**src/rtl/mdrop_pkg.sv**
```systemverilog
// Shared definitions for the nine-bit multidrop address detector.
// Assumes characters are at most nine bits wide, ninth bit on top.
package mdrop_pkg;

    localparam int CHR_W   = 9;
    localparam int LEN_W   = 2;
    localparam int MIN_LEN = 5;

    typedef logic [CHR_W-1:0] chr_t;

    // One classified character as handed to the output stage.
    typedef struct packed {
        logic  push;
        chr_t  data;
        logic  addr;
        logic  hit;
    } cls_t;

    // Mask keeping the low MIN_LEN+len bits of a character.
    function automatic chr_t len_mask(input logic [LEN_W-1:0] len);
        logic [CHR_W:0] t;
        t = ({{CHR_W{1'b0}}, 1'b1} << (MIN_LEN + int'(len))) - 1'b1;
        return t[CHR_W-1:0];
    endfunction

endpackage

```
**src/rtl/mdrop_classify.sv**
```systemverilog
// Combinational classifier: masks the character for the framing mode,
// flags address characters and decides whether the character would
// raise the special-character interrupt once written to the FIFO.
// Assumes chr_vld is a single-cycle strobe from the deframer.
module mdrop_classify
    import mdrop_pkg::*;
#(
    parameter int NUM_CMP = 4
) (
    input  logic                     chr_vld,
    input  chr_t                     chr_bits,
    input  logic                     fifo_full,
    input  logic                     nine_en,
    input  logic [LEN_W-1:0]         data_len,
    input  logic                     cmp_mode,
    input  logic [NUM_CMP-1:0]       cmp_en,
    input  logic [NUM_CMP*CHR_W-1:0] match_vals,
    output cls_t                     cls
);

    logic [NUM_CMP-1:0] cmp_hit;
    logic               is_addr;
    logic               any_hit;

    // Address characters exist only in nine-bit framing.
    assign is_addr = nine_en & chr_bits[CHR_W-1];

    // One full-width comparator per match value, each with its own enable.
    for (genvar i = 0; i < NUM_CMP; i++) begin : g_cmp
        assign cmp_hit[i] = cmp_en[i] &
                            (chr_bits == match_vals[i*CHR_W +: CHR_W]);
    end

    assign any_hit = |cmp_hit;

    // Build the outgoing record: data mask, address flag, interrupt hit.
    always_comb begin
        cls.push = chr_vld & ~fifo_full;
        cls.data = nine_en ? chr_bits : (chr_bits & len_mask(data_len));
        cls.addr = is_addr;
        cls.hit  = is_addr & (cmp_mode ? any_hit : 1'b1);
    end

endmodule

```
**src/rtl/mdrop_stage.sv**
```systemverilog
// Output register stage: holds the character presented to the FIFO
// and the hit decision that travels with it.
// Assumes the FIFO writes on the edge at which fifo_push is high.
module mdrop_stage
    import mdrop_pkg::*;
(
    input  logic clk,
    input  logic rst_n,
    input  logic chr_vld,
    input  logic fifo_full,
    input  cls_t cls,
    output logic fifo_push,
    output chr_t fifo_data,
    output logic addr_flag,
    output logic hit_q
);

    // Register the classified character; data is held when idle.
    always_ff @(posedge clk) begin
        if (!rst_n) begin
            fifo_push <= 1'b0;
            fifo_data <= '0;
            addr_flag <= 1'b0;
            hit_q     <= 1'b0;
        end else begin
            fifo_push <= cls.push;
            hit_q     <= cls.push & cls.hit;
            if (cls.push) begin
                fifo_data <= cls.data;
                addr_flag <= cls.addr;
            end
        end
    end

    a_r5_full_drops: assert property (@(posedge clk) disable iff (!rst_n)
        (chr_vld && fifo_full) |=> !fifo_push);

    a_r2_push_follows: assert property (@(posedge clk) disable iff (!rst_n)
        (chr_vld && !fifo_full) |=> fifo_push);

    a_r2_addr_top_bit: assert property (@(posedge clk) disable iff (!rst_n)
        (fifo_push && addr_flag) |-> fifo_data[CHR_W-1]);

endmodule

```
**src/rtl/mdrop_irq.sv**
```systemverilog
// Pending-interrupt holder: sets on a FIFO write of a hit character,
// clears on a status read, set taking priority on the same edge.
// Assumes stat_rd is a single-cycle pulse.
module mdrop_irq (
    input  logic clk,
    input  logic rst_n,
    input  logic set_req,
    input  logic stat_rd,
    input  logic irq_en,
    output logic irq_pend,
    output logic irq
);

    // Pending bit with set-over-clear priority.
    always_ff @(posedge clk) begin
        if (!rst_n)       irq_pend <= 1'b0;
        else if (set_req) irq_pend <= 1'b1;
        else if (stat_rd) irq_pend <= 1'b0;
    end

    // Interrupt line gated by its enable.
    assign irq = irq_pend & irq_en;

    a_r10_set_wins: assert property (@(posedge clk) disable iff (!rst_n)
        set_req |=> irq_pend);

    a_r10_read_clears: assert property (@(posedge clk) disable iff (!rst_n)
        (stat_rd && !set_req) |=> !irq_pend);

    a_r11_latch_holds: assert property (@(posedge clk) disable iff (!rst_n)
        (irq_pend && !stat_rd) |=> irq_pend);

endmodule

```
**src/rtl/mdrop_addr_filter.sv**
```systemverilog
// Top of the nine-bit multidrop address detector. Classifies each
// deframed character, hands it to the receive FIFO one cycle later and
// raises the special-character interrupt as the FIFO captures it.
// Assumes the deframer supplies at most one character per cycle.
module mdrop_addr_filter
    import mdrop_pkg::*;
#(
    parameter int NUM_CMP = 4
) (
    input  logic                     clk,
    input  logic                     rst_n,
    input  logic                     chr_vld,
    input  logic [CHR_W-1:0]         chr_bits,
    input  logic                     fifo_full,
    input  logic                     nine_en,
    input  logic [LEN_W-1:0]         data_len,
    input  logic                     cmp_mode,
    input  logic [NUM_CMP-1:0]       cmp_en,
    input  logic [NUM_CMP*CHR_W-1:0] match_vals,
    input  logic                     irq_en,
    input  logic                     stat_rd,
    output logic                     fifo_push,
    output logic [CHR_W-1:0]         fifo_data,
    output logic                     addr_flag,
    output logic                     irq_pend,
    output logic                     irq
);

    cls_t cls;
    logic hit_q;
    logic set_req;

    mdrop_classify #(.NUM_CMP(NUM_CMP)) u_cls (
        .chr_vld    (chr_vld),
        .chr_bits   (chr_bits),
        .fifo_full  (fifo_full),
        .nine_en    (nine_en),
        .data_len   (data_len),
        .cmp_mode   (cmp_mode),
        .cmp_en     (cmp_en),
        .match_vals (match_vals),
        .cls        (cls)
    );

    mdrop_stage u_stage (
        .clk       (clk),
        .rst_n     (rst_n),
        .chr_vld   (chr_vld),
        .fifo_full (fifo_full),
        .cls       (cls),
        .fifo_push (fifo_push),
        .fifo_data (fifo_data),
        .addr_flag (addr_flag),
        .hit_q     (hit_q)
    );

    // Interrupt sets on the FIFO write of a hit character.
    assign set_req = fifo_push & hit_q;

    mdrop_irq u_irq (
        .clk      (clk),
        .rst_n    (rst_n),
        .set_req  (set_req),
        .stat_rd  (stat_rd),
        .irq_en   (irq_en),
        .irq_pend (irq_pend),
        .irq      (irq)
    );

    a_r9_data_never_irq: assert property (@(posedge clk) disable iff (!rst_n)
        (fifo_push && !addr_flag) |=> !$rose(irq_pend));

    a_r4_normal_no_addr: assert property (@(posedge clk) disable iff (!rst_n)
        (chr_vld && !fifo_full && !nine_en) |=> !addr_flag);

    a_r1_no_push_idle: assert property (@(posedge clk) disable iff (!rst_n)
        !chr_vld |=> !fifo_push);

endmodule

```
**config.mk**
```make
export PLATFORM = sky130hd
export DESIGN_NAME = mdrop_addr_filter
export DESIGN_NICKNAME = d
export VERILOG_FILES = /design/src/rtl/mdrop_pkg.sv /design/src/rtl/mdrop_classify.sv /design/src/rtl/mdrop_stage.sv /design/src/rtl/mdrop_irq.sv /design/src/rtl/mdrop_addr_filter.sv
export SDC_FILE = /design/constraint.sdc
export NUM_CORES = 1
export LEC_CHECK = 0
export CAP_MARGIN = 15
export CELL_PAD_IN_SITES_DETAIL_PLACEMENT = 0
export CELL_PAD_IN_SITES_GLOBAL_PLACEMENT = 1
export CORE_ASPECT_RATIO = 1.4
export CORE_MARGIN = 1.5
export CORE_UTILIZATION = 21
export CTS_CLUSTER_SIZE = 20
export DETAILED_ROUTE_END_ITERATION = 10
export PLACE_DENSITY = 0.8
export SETUP_SLACK_MARGIN = 0.3
export SLEW_MARGIN = 0
export SYNTH_ARGS = -nofsm -noshare
export SYNTH_HDL_FRONTEND = slang
export SYNTH_SLANG_ARGS = --single-unit
```
**constraint.sdc**
```tcl
create_clock -name clk -period 1.2 [get_ports clk]
set_input_delay 0.3 -clock clk [delete_from_list [all_inputs] [get_ports clk]]
set_output_delay 0.3 -clock clk [all_outputs]
set_load 0.03 [all_outputs]
```
-- Word level (Yosys, flattened, before mapping)
Index checks and enable logic that the tools add are counted.
- register bits: 13
- input bits: 59
- output and inout bits: 13
- add/sub/neg operators: 2
- equality and inequality tests: 4
- shifts and indexed selects: 1
- multiplexer cells: 4
- bitwise operators: 12
- reduce and logical (&&, ||, !) cells: 2
- operators with widths (operator ; number):
    9-bit == test ; 4
    1-bit by 32-bit << shifter with 9-bit output, first input constant ; 1
    1-bit AND ; 10
    9-bit AND ; 1
    9-bit two-way mux ; 1
    9-bit by 1-bit subtractor with 9-bit output, second input constant ; 1
    3-bit by 2-bit adder with 4-bit output, first input constant ; 1
    4-bit OR reduction ; 1
    1-bit two-way mux ; 3
    2-bit nonzero test ; 1
    1-bit NOT ; 1

-- Depth between registers and ports, before layout
Gate-level depths: netlist of run 1.
- depth after elaboration: 6
- gate-level depth with buffers: 6
- depth with buffers taken out: 5

-- Modules after synthesis
A second synthesis of run 1 with hierarchy kept.
- cell total of the unflattened synthesis: 120
- area total of the unflattened synthesis: 1094.8 sq um
- modules (own cells, without submodules) (module ; times used ; cells an instance ; area each (sq um)):
    mdrop_classify ; 1 ; 79 ; 606.8
    mdrop_stage ; 1 ; 36 ; 432.9
    mdrop_irq ; 1 ; 4 ; 48.8
    mdrop_addr_filter ; 1 ; 1 ; 6.3

-- Worst setup path after synthesis of run 1
No wires, ideal clock.
- kind: input port to flip-flop
- from: in chr_bits[0]
- to: reg u_stage.hit_q
- setup time: 0.074 ns
- arrival: 1.229 ns
- data required time: 1.126 ns
- path slack: -0.103 ns
- stages: 6
- cells stage by stage: buf_2 > xor2_1 > nor4_1 > nand4_1 > and3_1 > a31oi_1
- longest elaborated chain between the ends: 6
- elaborated cells between the ends (all ways): 12
- those cells by class: 4 x eq/ne; 1 x mux; 6 x bitwise; 1 x reduce/logical
- RTL lines (item ; RTL line ; source):
    start, declared ; mdrop_addr_filter.sv:13 ; input logic [CHR_W-1:0] chr_bits,
    9-bit == test ; mdrop_classify.sv:31 ; (chr_bits == match_vals[i*CHR_W +: CHR_W]);
    1-bit AND ; mdrop_classify.sv:30 ; assign cmp_hit[i] = cmp_en[i] &
    4-bit OR reduction * ; mdrop_classify.sv:34 ; assign any_hit = |cmp_hit;
    1-bit two-way mux * ; mdrop_classify.sv:41 ; cls.hit = is_addr & (cmp_mode ? any_hit : 1'b1);
    1-bit AND * ; mdrop_classify.sv:41 ;
    1-bit AND * ; mdrop_stage.sv:27 ; hit_q <= cls.push & cls.hit;
    end signal, assigned ; mdrop_stage.sv:27 ;
    end, declared ; mdrop_stage.sv:15 ; output logic hit_q
Every way passes the cells marked *; elsewhere a longest branch is shown, timed or not.
A chain may end at the register's enable or synchronous reset.

-- Final worst setup path of run 1
- from: in match_vals[3]
- to: reg u_stage.hit_q
- longest elaborated chain between the ends: 6
- RTL lines (item ; RTL line ; source):
    start, declared ; mdrop_addr_filter.sv:19 ; input logic [NUM_CMP*CHR_W-1:0] match_vals,
    9-bit == test ; mdrop_classify.sv:31 ;
    1-bit AND ; mdrop_classify.sv:30 ;
    4-bit OR reduction ; mdrop_classify.sv:34 ;
    1-bit two-way mux ; mdrop_classify.sv:41 ;
    1-bit AND ; mdrop_classify.sv:41 ;
    1-bit AND ; mdrop_stage.sv:27 ;
Every way passes these cells.

==> impl_metrics.yaml, run 1 <==
setup_path:
  path_class: "input port to flop"
  rr_endpoint: "u_stage.fifo_data[2]"
  crit_arrival_ns: 1.36
  crit_start: "match_vals[3]"
  worstReg2RegStart: "u_stage.fifo_data[2]"
  start_kind: "input port"
  rrSetupSlack_ns: 0.43
  crit_required_ns: 1.37
  path_max_fanout: 1
  crit_path_end: "u_stage.hit_q"
  end_kind: "flop"
  reg2reg_depth: 3
clock_tree:
  cts.htree.levels: 1
  cts-buffers-inserted: 3
  clock-sinks: 13
  cts_buffer_depth: 2
  clkTransAtPathRegs_ns: 0.05
  cts_root_buf: "clkbuf_8"
  cts_tree: "yes"
  ctsHoldBuffers: 0
  clk_latency_ns: 0.24
sta:
  fin_crit_ns: 1.19
  rsz0062_at_grt: "true"
  finalHoldViolations: 0
  tns_ns: 0
  setup_viol: 0
  skew_ns: 0.0000491
  max_freq_mhz: 839
  min_period_over_period_pct: 99.3
  setup_slack_ns: 0.00791
  drv_slew: 0
power_and_ir_drop:
  p_per_area_nw_per_um2: 661
  p_leak_nw: 0.924
  vdd_drop_max_v: 0.000313
global_route:
  grt_pass1_vias: 1128
  track_usage_pct: 12.7
  grt_pass1_wl_um: 4970
  antenna_found_initial: 0
  grt_max_degree: 8
  grt-ovfl-total: 0
floorplan:
  start_util_pct: 21.8
  die_x_um: 61.1
  io_pins: 72
  die_h_um: 84.3
  core_region_area_um2: 4540
  std_cell_rows: 29
  dieArea_um2: 5150
detailed_routing:
  dr.pass1.iters: 4
  wire_per_inst_um: 11.9
  ant_nets: 0
  viasPerCell: 4.07
  vias: 1118
  drcViolationCount: 0
  wl_um: 3270
  drt_iter0_drc: 10
logic_synthesis:
  async_flop_share_pct: 0
  synth.most_common_cell: "xor2_1"
  synth.distinct_cells: 25
  synth_edf_count: 0
  ys_seq_elements: 13
  avgSynthCellArea_um2: 8.62
  seq_area_frac_synth_pct: 26.3
  yosys_warnings: 0
  synthesis.area_um2: 991
  yosysTopAreaCellShare_pct: 27.4
  yosys.area.top_type: "xor2_1"
  synthFlopType: "dfxtp_1"
  syn_inst: 115
  synthTopCellsByArea: "xor2_1 27%, dfxtp_1 26%, buf_6 6.8%"
  ys_top_cells_by_count: "31 x xor2_1, 13 x dfxtp_1, 12 x nand2_1, 8 x nor4_1"
placement:
  dp_hpwl_um: 2660
  port_buffers: 71
  place_inst: 254
  gp_congestion: 0.745
  dp_slack_ns: -0.832
layout:
  antenna_cells: 0
  fillers: 462
  drive_above_1_share_pct: 43.2
  fin_cells: 275
  synthToLayoutAreaGrowth_pct: 108
  fin_nets: 274
  final_util_pct: 45.5
status:
  status: "finished clean"
job:
  max-cap-violations: 0
hold_path:
  worstHoldPathType: "input port to flop"
how the worst min path moves through the flow:
stage,startpoint,to,cells past startpoint
after floorplan,cmp_mode,u_stage.hit_q,1
after global placement,u_stage.hit_q,u_irq.irq_pend,2
after detailed placement,u_stage.hit_q,u_irq.irq_pend,2
after CTS,chr_bits[0],u_stage.fifo_data[0],3
after global routing,chr_bits[0],u_stage.fifo_data[0],3
final,chr_bits[0],u_stage.fifo_data[0],3
metrics by stage:
step | hold slack [ns] | instance area (µm²) | power [mW]
final | 0.384 | 2070 | 1.36
after CTS | 0.385 | 1990 | 1.36
after floorplan | 0.413 | 1050 | 0.680
after global placement | 0.443 | 1810 | 0.947
after detailed placement | 0.439 | 1810 | 0.947
after global routing | 0.396 | 2070 | 1.44
final cells by class:
type                    instances  area [µm²]  share of cell area [%]
repair buffers                104         946                    45.8
clock buffers                   4        45.0                    2.18
multi-input cells              92         719                    34.8
flip-flops and latches         13         278                    13.4
well taps                      62        77.6                    3.76
power breakdown:
group / switching, mW / internal (mW)
Combinational: 0.215 / 0.306
Clock: 0.153 / 0.234
Sequential: 0.00960 / 0.447
Total: 0.377 / 0.987
cell families after synthesis:
| kind of cell | synth area share, % |
|---|---|
| simple gates | 21.2 |
| xor+xnor | 32.6 |
| compound gates | 9.34 |
| flops | 26.3 |
| buf+inv | 8.96 |
| fa+ha+maj | 1.26 |
| other cells | 0.378 |
routing by layer:
| metal | up-vias | part of all wire, % | GRT usage, % |
|---|---|---|---|
| li1 | 576 | - | - |
| met1 | 485 | 37 | 14.2 |
| met2 | 55 | 54 | 23.4 |
| met3 | 2 | 7.7 | 2.31 |
| met4 | 0 | 0.86 | 3.56 |
| met5 | - | 0 | 0 |
flip-flops by register name, summed over array words and instances (netlist names):
name / flops
u_stage.addr_flag: 1
u_irq.irq_pend: 1
u_stage.fifo_data: 9
u_stage.hit_q: 1
u_stage.fifo_push: 1
critical path: stages:
cell and delay (ns):
dlygate4sd2_1 0.24, xor2_1 0.16, nor4_2 0.29, buf_4 0.15, nand4_1 0.07, a31oi_1 0.16
what timing repair did:
item | in CTS | in global routing
setup endpoints to repair | 26 | 22
resized for setup | 154 | 14
buffers inserted | 8 | 8
cloned | 1 | 0
pin swaps | 23 | 10
placed cells by master (no fill, tap or decap), types with 2 or more instances in the layout:
master	netlist	routed
clkbuf_2	0	2
buf_4	0	23
a21boi_0	6	5
dfxtp_2	0	11
buf_6	6	26
xnor2_1	4	4
clkdlybuf4s15_1	0	12
clkdlybuf4s50_1	0	10
nand2b_1	3	2
a22oi_2	0	2
nand3_1	4	3
nand2_1	12	12
nor2b_1	3	2
conb_1	1	2
nor4_2	0	5
dlygate4sd2_1	0	18
nand4_1	4	4
xor2_1	31	31
clkbuf_8	0	3
buf_8	0	2
nor4_1	8	3
and2_4	0	2
buf_2	2	10
(Power assumes the default switching activity.)
==> run 2: changes to the inputs <==
--- a/config.mk
+++ b/config.mk
@@ -13,6 +13,7 @@
 export CORE_UTILIZATION = 21
 export CTS_CLUSTER_SIZE = 20
 export DETAILED_ROUTE_END_ITERATION = 10
+export GPL_ROUTABILITY_DRIVEN = 0
 export PLACE_DENSITY = 0.8
 export SETUP_SLACK_MARGIN = 0.3
 export SLEW_MARGIN = 0
==> results of run 2 <==
Same layout as run 1: the final DEF is identical, and so are final timing and power.
==> run 3: changes to the inputs <==
--- a/config.mk
+++ b/config.mk
@@ -11,7 +11,7 @@
 export CORE_ASPECT_RATIO = 1.4
 export CORE_MARGIN = 1.5
 export CORE_UTILIZATION = 21
-export CTS_CLUSTER_SIZE = 20
+export CTS_CLUSTER_SIZE = 10
 export DETAILED_ROUTE_END_ITERATION = 10
 export GPL_ROUTABILITY_DRIVEN = 0
 export PLACE_DENSITY = 0.8
==> results of run 3 <==
Same layout as run 1: the final DEF is identical, and so are final timing and power.
